[src/rtl/kb_pkg.sv]
package kb_pkg;
    typedef enum logic {
        KB_RAISE_LOW  = 1'b0,
        KB_LOWER_HIGH = 1'b1
    } kb_mode_e;
endpackage

[src/rtl/kb_msb_isolate.sv]
// Keeps only the highest set bit of the input. A zero input gives zero.
module kb_msb_isolate #(
    parameter int WIDTH = 64
) (
    input  logic [WIDTH-1:0] vec_in,
    output logic [WIDTH-1:0] vec_top
);
    logic [WIDTH-1:0] any_above;

    assign any_above[WIDTH-1] = 1'b0;
    for (genvar i = WIDTH - 2; i >= 0; i--) begin : g_chain
        assign any_above[i] = any_above[i+1] | vec_in[i+1];
    end

    assign vec_top = vec_in & ~any_above;
endmodule

[src/rtl/kb_raise_core.sv]
// Combinational raise-to-consistent rule for one bound.
module kb_raise_core #(
    parameter int WIDTH = 64
) (
    input  logic [WIDTH-1:0] bound,
    input  logic [WIDTH-1:0] may_zero,
    input  logic [WIDTH-1:0] may_one,
    output logic [WIDTH-1:0] result,
    output logic             no_fit
);
    logic [WIDTH-1:0] mismatch;
    logic [WIDTH-1:0] cand;
    logic [WIDTH-1:0] top_miss;
    logic [WIDTH-1:0] pick;
    logic [WIDTH-1:0] keep_mask;
    logic [WIDTH-1:0] raised;
    logic             any_miss;

    kb_msb_isolate #(.WIDTH(WIDTH)) u_top (
        .vec_in (mismatch),
        .vec_top(top_miss)
    );

    always_comb begin
        // a clear bit that must be one, or a set bit that cannot be one
        mismatch  = (~bound & ~may_zero) | (bound & ~may_one);
        any_miss  = |mismatch;
        cand      = ~bound & may_one;
        // lowest candidate at or above the top mismatch
        pick      = cand & (~cand + top_miss);
        keep_mask = ~pick + {{(WIDTH-1){1'b0}}, 1'b1};
        raised    = (bound & keep_mask) | pick | ~may_zero;
        no_fit    = any_miss && (pick == '0);
        result    = (any_miss && !no_fit) ? raised : bound;
    end
endmodule

[src/rtl/kb_bound_sharpener.sv]
module kb_bound_sharpener #(
    parameter int WIDTH = 64
) (
    input  logic             clk,
    input  logic             rst_n,
    input  logic             in_valid,
    input  logic             in_upper,
    input  logic [WIDTH-1:0] in_bound,
    input  logic [WIDTH-1:0] in_may_zero,
    input  logic [WIDTH-1:0] in_may_one,
    output logic             out_valid,
    output logic [WIDTH-1:0] out_bound,
    output logic             out_infeasible
);
    import kb_pkg::*;

    typedef struct packed {
        logic             vld;
        logic [WIDTH-1:0] bnd;
        logic             inf;
    } kb_state_t;

    kb_state_t        st_d, st_q;
    kb_mode_e         mode;
    logic [WIDTH-1:0] core_bound, core_zero, core_one, core_res;
    logic             core_nofit;

    assign mode = kb_mode_e'(in_upper);

    kb_raise_core #(.WIDTH(WIDTH)) u_core (
        .bound   (core_bound),
        .may_zero(core_zero),
        .may_one (core_one),
        .result  (core_res),
        .no_fit  (core_nofit)
    );

    always_comb begin
        // lower mode: complement the bound and swap the masks
        if (mode == KB_LOWER_HIGH) begin
            core_bound = ~in_bound;
            core_zero  = in_may_one;
            core_one   = in_may_zero;
        end else begin
            core_bound = in_bound;
            core_zero  = in_may_zero;
            core_one   = in_may_one;
        end
        st_d     = st_q;
        st_d.vld = in_valid;
        if (in_valid) begin
            st_d.bnd = (mode == KB_LOWER_HIGH) ? ~core_res : core_res;
            st_d.inf = core_nofit;
        end
    end

    always_ff @(posedge clk) begin
        if (!rst_n) st_q <= '0;
        else        st_q <= st_d;
    end

    assign out_valid      = st_q.vld;
    assign out_bound      = st_q.bnd;
    assign out_infeasible = st_q.inf;

    p_latency_r1: assert property (@(posedge clk) disable iff (!rst_n)
        in_valid |=> out_valid);
    p_no_spurious_r1: assert property (@(posedge clk) disable iff (!rst_n)
        !in_valid |=> !out_valid);
    p_raise_mono_r4: assert property (@(posedge clk) disable iff (!rst_n)
        (in_valid && !in_upper) |=> (out_bound >= $past(in_bound)));
    p_lower_mono_r5: assert property (@(posedge clk) disable iff (!rst_n)
        (in_valid && in_upper) |=> (out_bound <= $past(in_bound)));
    p_nofit_keeps_r6: assert property (@(posedge clk) disable iff (!rst_n)
        (out_valid && out_infeasible) |-> (out_bound == $past(in_bound)));
    p_consistent_r7: assert property (@(posedge clk) disable iff (!rst_n)
        (in_valid && ((in_may_zero | in_may_one) == '1)) |=>
        (out_infeasible || (((out_bound & ~$past(in_may_one)) == '0) &&
                            ((~out_bound & ~$past(in_may_zero)) == '0))));
    p_hold_r8: assert property (@(posedge clk) disable iff (!rst_n)
        !in_valid |=> ($stable(out_bound) && $stable(out_infeasible)));
endmodule

[config.mk]
export PLATFORM = sky130hd
export DESIGN_NAME = kb_bound_sharpener
export DESIGN_NICKNAME = d
export VERILOG_FILES = /design/src/rtl/kb_pkg.sv /design/src/rtl/kb_msb_isolate.sv /design/src/rtl/kb_raise_core.sv /design/src/rtl/kb_bound_sharpener.sv
export SDC_FILE = /design/constraint.sdc
export NUM_CORES = 1
export LEC_CHECK = 0
export BUFFER_PORTS_ARGS = -buffer_cell sky130_fd_sc_hd__buf_2
export CAP_MARGIN = 30
export CORE_MARGIN = 10
export CORE_UTILIZATION = 43
export DETAILED_ROUTE_END_ITERATION = 8
export SLEW_MARGIN = 20
export SYNTH_ARGS = -nofsm -noshare
export SYNTH_HDL_FRONTEND = slang
export SYNTH_SLANG_ARGS = --single-unit
[constraint.sdc]
create_clock -name clk -period 12.5 [get_ports clk]
set_input_delay 2.5 -clock clk [delete_from_list [all_inputs] [get_ports clk]]
set_output_delay 2.5 -clock clk [all_outputs]
set_load 0.01 [all_outputs]
==> results of run 1 <==
layer usage:
layer | vias up | global-route usage (%) | share of wire, %
li1 | 8467 | - | -
met1 | 8852 | 45.2 | 44
met2 | 904 | 52.7 | 43
met3 | 134 | 6.89 | 8.7
met4 | 2 | 12.8 | 3.7
met5 | - | 0 | 0.025
final cells by class:
class	count	area (sq um)
Antenna cell	1	2.50
Fill cell	3413	16300
Sequential cell	66	1320
Clock buffer	9	225
Multi-Input combinational cell	1840	12100
Clock inverter	7	77.6
Timing Repair Buffer	298	1610
Tap cell	442	553
Inverter	68	255
sequential cells by signal, summed over array words and instances (netlist names):
signal and flops:
out_infeasible 1, out_valid 1, out_bound 64
report_power, final:
group          internal, uW  total [uW]  leakage (uW)  switching (uW)
clock                   157         299      0.000146             143
sequential              228         238      0.000546            10.8
combinational           180         507       0.00639             327
total                   564        1040       0.00708             480
worst reg2reg max path, stage by stage (launching register included):
cell and delay, ns:
dfxtp_1 0.33, o21ai_0 0.09, a41oi_1 0.20, o21ai_0 0.10, a31oi_1 0.17
worst max path at each step:
stage                     slack [ns]          from            end
final                           0.98  in_bound[52]  out_bound[21]
after global routing            0.81  in_bound[52]  out_bound[58]
after CTS                       1.20  in_bound[40]  out_bound[21]
after detailed placement        0.79  in_bound[40]  out_bound[21]
after global placement          0.79  in_bound[40]  out_bound[21]
after floorplan                 3.23  in_bound[22]  out_bound[40]
per-stage QoR:
| step | std cells | utilization, % |
|---|---|---|
| 2_1_floorplan | 2083 | - |
| 3_3_place_gp | 2710 | 48.7 |
| 3_5_place_dp | 2712 | 48.8 |
| 4_1_cts | 2728 | 49.7 |
| 5_1_grt | 2730 | 49.8 |
| 6_report | 2731 | 49.8 |
cell families (layout without fill, tap and decap cells):
| family | count (synthesis) | count (layout) |
|---|---|---|
| xor+xnor | 18 | 18 |
| simple gates | 900 | 900 |
| compound gates | 728 | 728 |
| fa+ha+maj | 64 | 64 |
| mux | 130 | 130 |
| buf+inv | 177 | 382 |
| flops | 66 | 66 |
| other cells | 0 | 1 |
cells in the final DEF, fill, tap and decap left out, types with 10 or more instances in the layout:
| master | instances |
|---|---|
| o21ai_0 | 144 |
| nor2b_1 | 22 |
| a31oi_1 | 83 |
| o21a_1 | 31 |
| or3_1 | 26 |
| dfxtp_1 | 66 |
| nor2_1 | 174 |
| or4_1 | 11 |
| o211ai_1 | 29 |
| nand2b_1 | 33 |
| nor3b_1 | 61 |
| and4_1 | 10 |
| a211o_1 | 12 |
| and2_1 | 22 |
| or2_2 | 15 |
| and3_1 | 41 |
| xnor2_1 | 11 |
| mux2i_1 | 77 |
| mux2_2 | 50 |
| a22o_1 | 11 |
| o21bai_1 | 13 |
| a21oi_1 | 157 |
| a21o_1 | 48 |
| buf_4 | 32 |
| nor4_1 | 28 |
| a22oi_1 | 12 |
| nand2_1 | 214 |
| inv_1 | 66 |
| ha_1 | 63 |
| o221ai_1 | 10 |
| o31ai_1 | 15 |
| a211oi_1 | 31 |
| nor3_1 | 69 |
| buf_2 | 260 |
| nand4_1 | 59 |
| nand3_1 | 68 |
==> run metrics, run 1 <==
global placement routability congestion 1.00; Worst-Skew Late Latency 0.38 ns; post-synthesis xor/xnor area fraction 1.12%; Yosys top cell by area dfxtp_1; CTS tree built; synthesized-area fraction occupied by adder cells 5.75%; Hold Worst Slack 0.454 ns; hold crit path type reg -> reg; share of layout cells above drive strength 1 18.6%; reg2reg end out_bound[20]; leakage power 0.00708 uW; Critical Path End Type flip-flop; die area 40300 sq um; cell with the most instances after synthesis nand2_1; Post-synth top flop dfxtp_1; first drt pass iteration count 6; clk buf depth 2; critical path's top delay family simple AND/OR/NAND/NOR gates; first-pass GRT wire length 107 mm; grt total ovfl 0; Setup CP Type in -> reg; drt drc 0; synth top area cells dfxtp_1, nand2_1, a21oi_1; Synth Register Bits 66; Crit path top cell by count mux2i_1; CP Launch Type primary input; Nets 2543; Routed WL per cell 26.4 um; Crit path depth 27; CP Max Fanout 22; die width 201 um; Routed Antenna Nets 0; All-Layer GR Usage 33.9%; ys async rst share 0%; RSZ-0062 raised after global routing no; Synth top area share 9.40%; total power 1040 uW; mean area per synthesized cell 6.75 sq um; Placed Instance Area 15800 sq um; Sink Count 66; Syn Nets 2343; critical path buffer and inverter count 3; CORE AREA 32400 sq um; Worst path slowest cell nor4_1; RR Startpoint out_bound[20]; worst-margin pin slew 1.04 ns; Reg clk slew, reported paths 0.08 ns; cts hold-fix bufs 0; DR vias 18359; Synth Area in Simple Gates 34.1%; H-tree lvl count 3; post-synthesis cell area 14100 sq um; CTS root buf clkbuf_16; fin area 16100 sq um; Final Cycle Share 92.2%; path depth of the worst reg2reg path 4; P&R area growth vs syn 14.6%; Post-Synthesis Cells 2083; number of synthesized flops with an enable pin 0; Synth Area in Compound Gates 34.8%; Hold Fails Final Rpt 0; max-cap violations 0; dpl ws 0.791 ns; Slew headroom 29.9%; mux cell area share after synthesis 9.81%; Final Setup Violations 0; startpoint of the worst hold path out_bound[37]; pwr dens 64.8 nW/um^2; die height 201 um; setup slack after layout 0.980 ns; Hold EP out_bound[37]; post-synthesis cell type count 104; via density per instance 6.72; hold path depth 2; total wire length 72.1 mm; VDD IR max 0.0677 mV; largest net degree at the start of global routing 76; initial antenna violation count 3; Final Max Tran Viols 0; maximum clock rate 86.8 MHz; row count 66; Req. time, crit path 12.79 ns; largest family of logic cells by synthesized area compound AO/OA/AOI/OAI gates; sequential area share after synthesis 9.40%; Synth top cells by count nand2_1, nor2_1, a21oi_1, o21ai_0, clkbuf_1; Sum Neg Setup Slack 0 ns; PostCTS Resize Cnt 0; Layout Skew 0 ns; port buffer count 261; status finished clean; dpl hpwl 58.0 mm; Syn. warnings 0; Ports 262; CTS Buf Count 9; initial core utilization 43.4%; vias in the first global route 16934; post-layout minimum cycle time 11.52 ns; flop-to-flop setup slack 11.54 ns; postcts setup bufs 0; initial DRC count 1877; CP peak stage delay 0.90 ns; Critical Path AT 11.81 ns
Power figures use the tool's default switching activity.
==> inputs of run 2 (changes only) <==
Settings changed: CORE_MARGIN 10 to 2.
==> run 2 against run 1 <==
Against the previous run: setup slack lost 0.24 ns; flip-flop and latch count is the same; sequential share of layout area is essentially flat; clock power is essentially flat; cell count shrank 0.15%; critical endpoint is now out_bound[58]; core utilization shrank 0.066 points; highest routed layer is now met4; largest cell class unchanged; first-iteration DRC count grew 11%; critical path depth grew 1; sequential power is essentially flat.
==> run metrics, run 2 (synthesis results as in run 1) <==
pwr dens 65.0 nW/um^2 (was 64.8 nW/um^2); Crit path depth 28 (was 27); CTS root buf clkbuf_16 (unchanged); Slew headroom 26.7% (was 29.9%); Final Max Tran Viols 0 (unchanged); CORE AREA 32400 sq um (unchanged); H-tree lvl count 3 (unchanged); CTS tree built (unchanged); Biggest register out_bound (unchanged); die width 185 um (was 201 um); Hold Worst Slack 0.453 ns (was 0.454 ns); CP Launch Type primary input (unchanged); PostCTS Resize Cnt 0 (unchanged); hold crit path type reg -> reg (unchanged); share of layout cells above drive strength 1 18.5% (was 18.6%); Final Cycle Share 94.1% (was 92.2%); Hold Fails Final Rpt 0 (unchanged); Layout Skew 0 ns (unchanged); Req. time, crit path 12.83 ns (was 12.79 ns); largest net degree at the start of global routing 151 (was 76); Hold EP out_bound[3] (was out_bound[37]); post-layout minimum cycle time 11.76 ns (was 11.52 ns); RSZ-0062 raised after global routing no (unchanged); Fillers 3445 (was 3413); Inst Count DP 2708 (was 2712); critical path's top delay family simple AND/OR/NAND/NOR gates (unchanged); row count 66 (unchanged); Final Non-Filler Cells 2727 (was 2731); die area 34100 sq um (was 40300 sq um); grt total ovfl 0 (unchanged); P&R area growth vs syn 14.5% (was 14.6%); Sink Count 66 (unchanged); Util after Layout 49.7% (was 49.8%); port buffer count 261 (unchanged); Critical Path End Type flip-flop (unchanged); startpoint of the worst hold path out_bound[3] (was out_bound[37]); setup slack after layout 0.737 ns (was 0.980 ns); Worst path slowest cell a2111oi_0 (was nor4_1); RR Startpoint out_bound[20] (unchanged); flop-to-flop setup slack 11.53 ns (was 11.54 ns); Critical Path AT 12.09 ns (was 11.81 ns); dpl hpwl 55.8 mm (was 58.0 mm); dpl ws 0.888 ns (was 0.791 ns); max FFs per register 64 (unchanged); global placement routability congestion 1.02 (was 1.00); die height 185 um (was 201 um); Nets 2539 (was 2543); commonest non-fill, non-tap cell in the layout buf_2 (unchanged); Reg clk slew, reported paths 0.08 ns (about the same); initial DRC count 2082 (was 1877); CP peak stage delay 0.96 ns (was 0.90 ns); initial antenna violation count 2 (was 3); postcts setup bufs 0 (unchanged); Setup CP Type in -> reg (unchanged); commonest non-fill, non-tap cells in the layout buf_2, nand2_1, nor2_1, a21oi_1, o21ai_0 (unchanged); first drt pass iteration count 6 (unchanged); first-pass GRT wire length 102 mm (was 107 mm); worst-margin pin slew 1.07 ns (was 1.04 ns); Routed WL per cell 25.8 um (was 26.4 um); hold path depth 2 (unchanged); All-Layer GR Usage 39.8% (was 33.9%); vias in the first global route 16579 (was 16934); CP Max Fanout 15 (was 22); Routed Antenna Nets 0 (unchanged); VDD IR max 0.0713 mV (was 0.0677 mV); path depth of the worst reg2reg path 4 (unchanged); cts hold-fix bufs 0 (unchanged); Ports 262 (unchanged); Worst-Skew Late Latency 0.37 ns (was 0.38 ns); via density per instance 6.78 (was 6.72); clk buf depth 2 (unchanged); Final Setup Violations 0 (unchanged); drt drc 0 (unchanged); initial core utilization 43.4% (unchanged); max-cap violations 0 (unchanged); CTS Buf Count 9 (unchanged); maximum clock rate 85.0 MHz (was 86.8 MHz); total wire length 70.2 mm (was 72.1 mm); status finished clean (unchanged); critical path buffer and inverter count 4 (was 3); Sum Neg Setup Slack 0 ns (unchanged); DR vias 18502 (was 18359); reg2reg end out_bound[20] (unchanged); leakage power 0.00707 uW (was 0.00708 uW)
[run 2: changes by cell type in the layout (fill, tap and decap cells not counted)]
cell / before / now
clkinv_2: 1 / 0
buf_4: 32 / 30
clkinvlp_4: 1 / 3
clkbuf_2: 2 / 0
o21ai_4: 1 / 0
inv_6: 2 / 1
clkbuf_8: 1 / 3
o21ai_2: 0 / 1
clkinv_4: 2 / 0
[run 2: worst max-delay path by stage]
stage	startpoint	endpoint	slack (ns)
2_1_floorplan	in_bound[22]	out_bound[40]	3.23
3_3_place_gp	in_bound[61]	out_bound[58]	0.95
3_5_place_dp	in_bound[28]	out_bound[58]	0.89
4_1_cts	in_bound[28]	out_bound[58]	1.26
5_1_grt	in_bound[28]	out_bound[58]	0.55
6_report	in_bound[28]	out_bound[58]	0.74
[run 2: stage by stage]
stage	total power, uW	instance area (sq um)
3_5_place_dp	732	15700
5_1_grt	1100	16100
6_report	1050	16100
4_1_cts	1030	16100
2_1_floorplan	544	14100
3_3_place_gp	728	15700
[run 2: cell type report]
class / instances / area, sq um / area share [%]
multi-input cells: 1840 / 12100 / 74.9
well taps: 442 / 553 / 3.44
diodes: 1 / 2.50 / 0.0156
clock inverters: 5 / 61.3 / 0.381
clock buffers: 11 / 253 / 1.57
inverters: 68 / 255 / 1.59
flip-flops and latches: 66 / 1320 / 8.21
repair buffers: 294 / 1590 / 9.86
[run 2: power by group]
part / switching, uW / internal (uW) / total [uW]
registers: 12.5 / 228 / 240
clock network: 135 / 167 / 302
logic: 326 / 178 / 504
[run 2: worst register-to-register path, delay by kind of cell, from the launching register on]
family / cells / cell delay (ns)
AOI/OAI and AO/OA: 4 / 0.56
DFF: 1 / 0.34
[run 2: metal layers]
metal / GRT usage (%) / vias to the layer above / part of all wire [%]
met5: 0 / - / 0
met4: 21.6 / 0 / 5.5
met3: 7.41 / 209 / 11
met2: 59.4 / 1127 / 41
met1: 53.8 / 8702 / 43
li1: - / 8464 / -
==> inputs of run 3 (changes only) <==
Settings changed: CORE_UTILIZATION 43 to 55, PLACE_DENSITY from default to 0.79, SYNTH_HIERARCHICAL from default to 1.
==> run 3 against run 2 <==
Against the previous run: cell count is 7.4% lower; critical path depth is 6 lower; power is 20% higher; sequential share of layout area hardly changed; global-route usage is 3.6 points higher; first-iteration DRC count is 50% higher; routed wire length is 8.5% lower; cell area is 0.58% higher; largest cell class unchanged; largest power group unchanged; highest routed layer unchanged.
==> run metrics, run 3 <==
Worst path slowest cell o31ai_2 (was a2111oi_0); Biggest register out_bound (unchanged); Post-synth top flop dfxtp_1 (unchanged); worst-margin pin slew 1.20 ns (was 1.07 ns); Synth top cells by count a21oi_1, nand2_1, mux2_2, o21ai_0, nor2_1 (was nand2_1, nor2_1, a21oi_1, o21ai_0, clkbuf_1); row count 59 (was 66); CP Launch Type primary input (unchanged); cell with the most instances after synthesis a21oi_1 (was nand2_1); Req. time, crit path 12.70 ns (was 12.83 ns); Sink Count 66 (unchanged); Slew headroom 18.0% (was 26.7%); first-pass GRT wire length 93.6 mm (was 102 mm); initial DRC count 3119 (was 2082); CP Max Fanout 75 (was 15); dpl ws 1.27 ns (was 0.888 ns); clk buf depth 2 (unchanged); initial core utilization 55.8% (was 43.4%); total wire length 64.3 mm (was 70.2 mm); Layout Skew 0 ns (unchanged); Yosys top cell by area mux2_2 (was dfxtp_1); setup slack after layout 1.41 ns (was 0.737 ns); DR vias 17765 (was 18502); All-Layer GR Usage 43.4% (was 39.8%); max FFs per register 64 (unchanged); CP peak stage delay 0.92 ns (was 0.96 ns); port buffer count 261 (unchanged); drt drc 0 (unchanged); commonest non-fill, non-tap cell in the layout buf_2 (unchanged); Worst-Skew Late Latency 0.33 ns (was 0.37 ns); synth top area cells mux2_2, dfxtp_1, a21oi_1 (was dfxtp_1, nand2_1, a21oi_1); Ports 262 (unchanged); first drt pass iteration count 8 (was 6); Setup CP Type in -> reg (unchanged); PostCTS Resize Cnt 0 (unchanged); grt total ovfl 0 (unchanged); number of synthesized flops with an enable pin 0 (unchanged); cts hold-fix bufs 0 (unchanged); Reg clk slew, reported paths 0.05 ns (was 0.08 ns); Final Max Tran Viols 0 (unchanged); Critical Path End Type flip-flop (unchanged); global placement routability congestion 1.09 (was 1.02); postcts setup bufs 0 (unchanged); diode count 0 (was 1); initial antenna violation count 0 (was 2); leakage power 0.00714 uW (was 0.00707 uW); VDD IR max 0.161 mV (was 0.0713 mV); Nets 2450 (was 2539); commonest non-fill, non-tap cells in the layout buf_2, a21oi_1, nand2_1, mux2_2, o21ai_0 (was buf_2, nand2_1, nor2_1, a21oi_1, o21ai_0); Final Setup Violations 0 (unchanged); Critical Path AT 11.29 ns (was 12.09 ns); die height 166 um (was 185 um); mean area per synthesized cell 7.26 sq um (was 6.75 sq um); hold crit path type reg -> reg (unchanged); CTS Buf Count 9 (unchanged); RSZ-0062 raised after global routing no (unchanged); largest net degree at the start of global routing 131 (was 151); Hold Fails Final Rpt 0 (unchanged); share of layout cells above drive strength 1 21.2% (was 18.5%); sequential area share after synthesis 9.12% (was 9.40%); CTS root buf clkbuf_16 (unchanged); post-synthesis cell type count 92 (was 104); CORE AREA 26000 sq um (was 32400 sq um); Synth Register Bits 66 (unchanged); Util after Layout 62.3% (was 49.7%); die width 166 um (was 185 um); Fillers 2358 (was 3445); die area 27700 sq um (was 34100 sq um); CP cell instances buf_8 > xor2_1 > mux2i_1 > nor4_4 > nand3_2 > or3_1 > nor4_1 > ha_1 > a21oi_1 > o21a_1 > o211a_1 > o31ai_2 > nand4_1 > a311oi_1 > nor2_1 > and4bb_2 > a41oi_4 > buf_12 > nand3_1 > a221o_1 > xnor2_1 > a21oi_1; status finished clean (unchanged); via density per instance 7.03 (was 6.78); dpl hpwl 52.9 mm (was 55.8 mm); ys async rst share 0% (unchanged); Syn. warnings 6 (was 0); post-layout minimum cycle time 11.09 ns (was 11.76 ns); total power 1260 uW (was 1050 uW); pwr dens 77.7 nW/um^2 (was 65.0 nW/um^2); Crit path top cell by count a21oi_1; Sum Neg Setup Slack 0 ns (unchanged); post-synthesis cell area 14500 sq um (was 14100 sq um); max-cap violations 0 (unchanged); Routed Antenna Nets 0 (unchanged); Routed WL per cell 25.4 um (was 25.8 um); P&R area growth vs syn 11.6% (was 14.5%); Post-Synthesis Cells 1996 (was 2083); Syn Nets 2260 (was 2343); H-tree lvl count 3 (unchanged); CTS tree built (unchanged); vias in the first global route 15993 (was 16579); Synth top area share 10.3% (was 9.40%); Final Cycle Share 88.7% (was 94.1%); maximum clock rate 90.2 MHz (was 85.0 MHz)
run 3: cell types whose count changed after synthesis, sizes merged, moves of 26 or more:
cell,delta
mux2,+80
a31oi,-72
xor2,+67
xnor2,+64
nor2,-56
nor3b,-53
nand2,-36
a22o,+32
clkbuf,-32
nand2b,+31
buf,+27
a21oi,+26
run 3: critical path: cells and delay by family:
family	cells	cell delay [ns]
compound gates	8	3.46
simple gates	8	3.06
fa+ha+maj	1	0.34
xor+xnor	2	0.65
buf+inv	2	0.76
mux	1	0.37
run 3: power by group:
part / internal, uW / switching [uW] / total [uW] / leakage, uW
clock: 190 / 93.7 / 284 / 0.000165
sequential: 230 / 10.4 / 240 / 0.000549
combinational: 261 / 472 / 734 / 0.00643
run 3: cell families after synthesis:
group	count (synthesis)	synth area share, %
multiplexers	206	15.4
AO/OA/AOI/OAI	576	25.6
XOR/XNOR	149	9.00
adder cells (fa/ha/maj)	68	5.92
AND/OR/NAND/NOR	778	29.3
flip-flops	66	9.12
buffers and inverters	153	5.68
run 3: per-stage QoR:
step	area (sq um)	hold slack, ns	instances
global placement	15800	0.492	2503
detailed placement	15800	0.496	2506
floorplan	14500	0.523	1996
global route	16200	0.523	2526
finish	16200	0.505	2526
CTS	16100	0.511	2522
run 3: layout make-up:
class	count	area, sq um	area share (%)
Tap cell	335	419	2.59
Multi-Input combinational cell	1777	12400	76.4
Inverter	49	184	1.14
Clock inverter	4	72.6	0.449
Sequential cell	66	1320	8.17
Clock buffer	12	267	1.65
Timing Repair Buffer	283	1550	9.59
run 3: final timing paths:
check | start | endpoint | slack (ns) | depth (start not counted)
worst max-delay path | in_upper | out_bound[35] | 1.41 | 22
worst max register to register | out_bound[0] | out_bound[0] | 11.66 | 2
worst min register to register | out_bound[55] | out_bound[55] | 0.51 | 2
worst min-delay path | out_bound[55] | out_bound[55] | 0.51 | 2
run 3: layer usage:
metal	track usage [%]	vias up	routed length (um)
li1	-	7927	-
met1	62.0	8339	26500
met2	61.9	1350	25700
met3	13.3	149	9940
met4	13.9	0	2140
met5	0	-	0
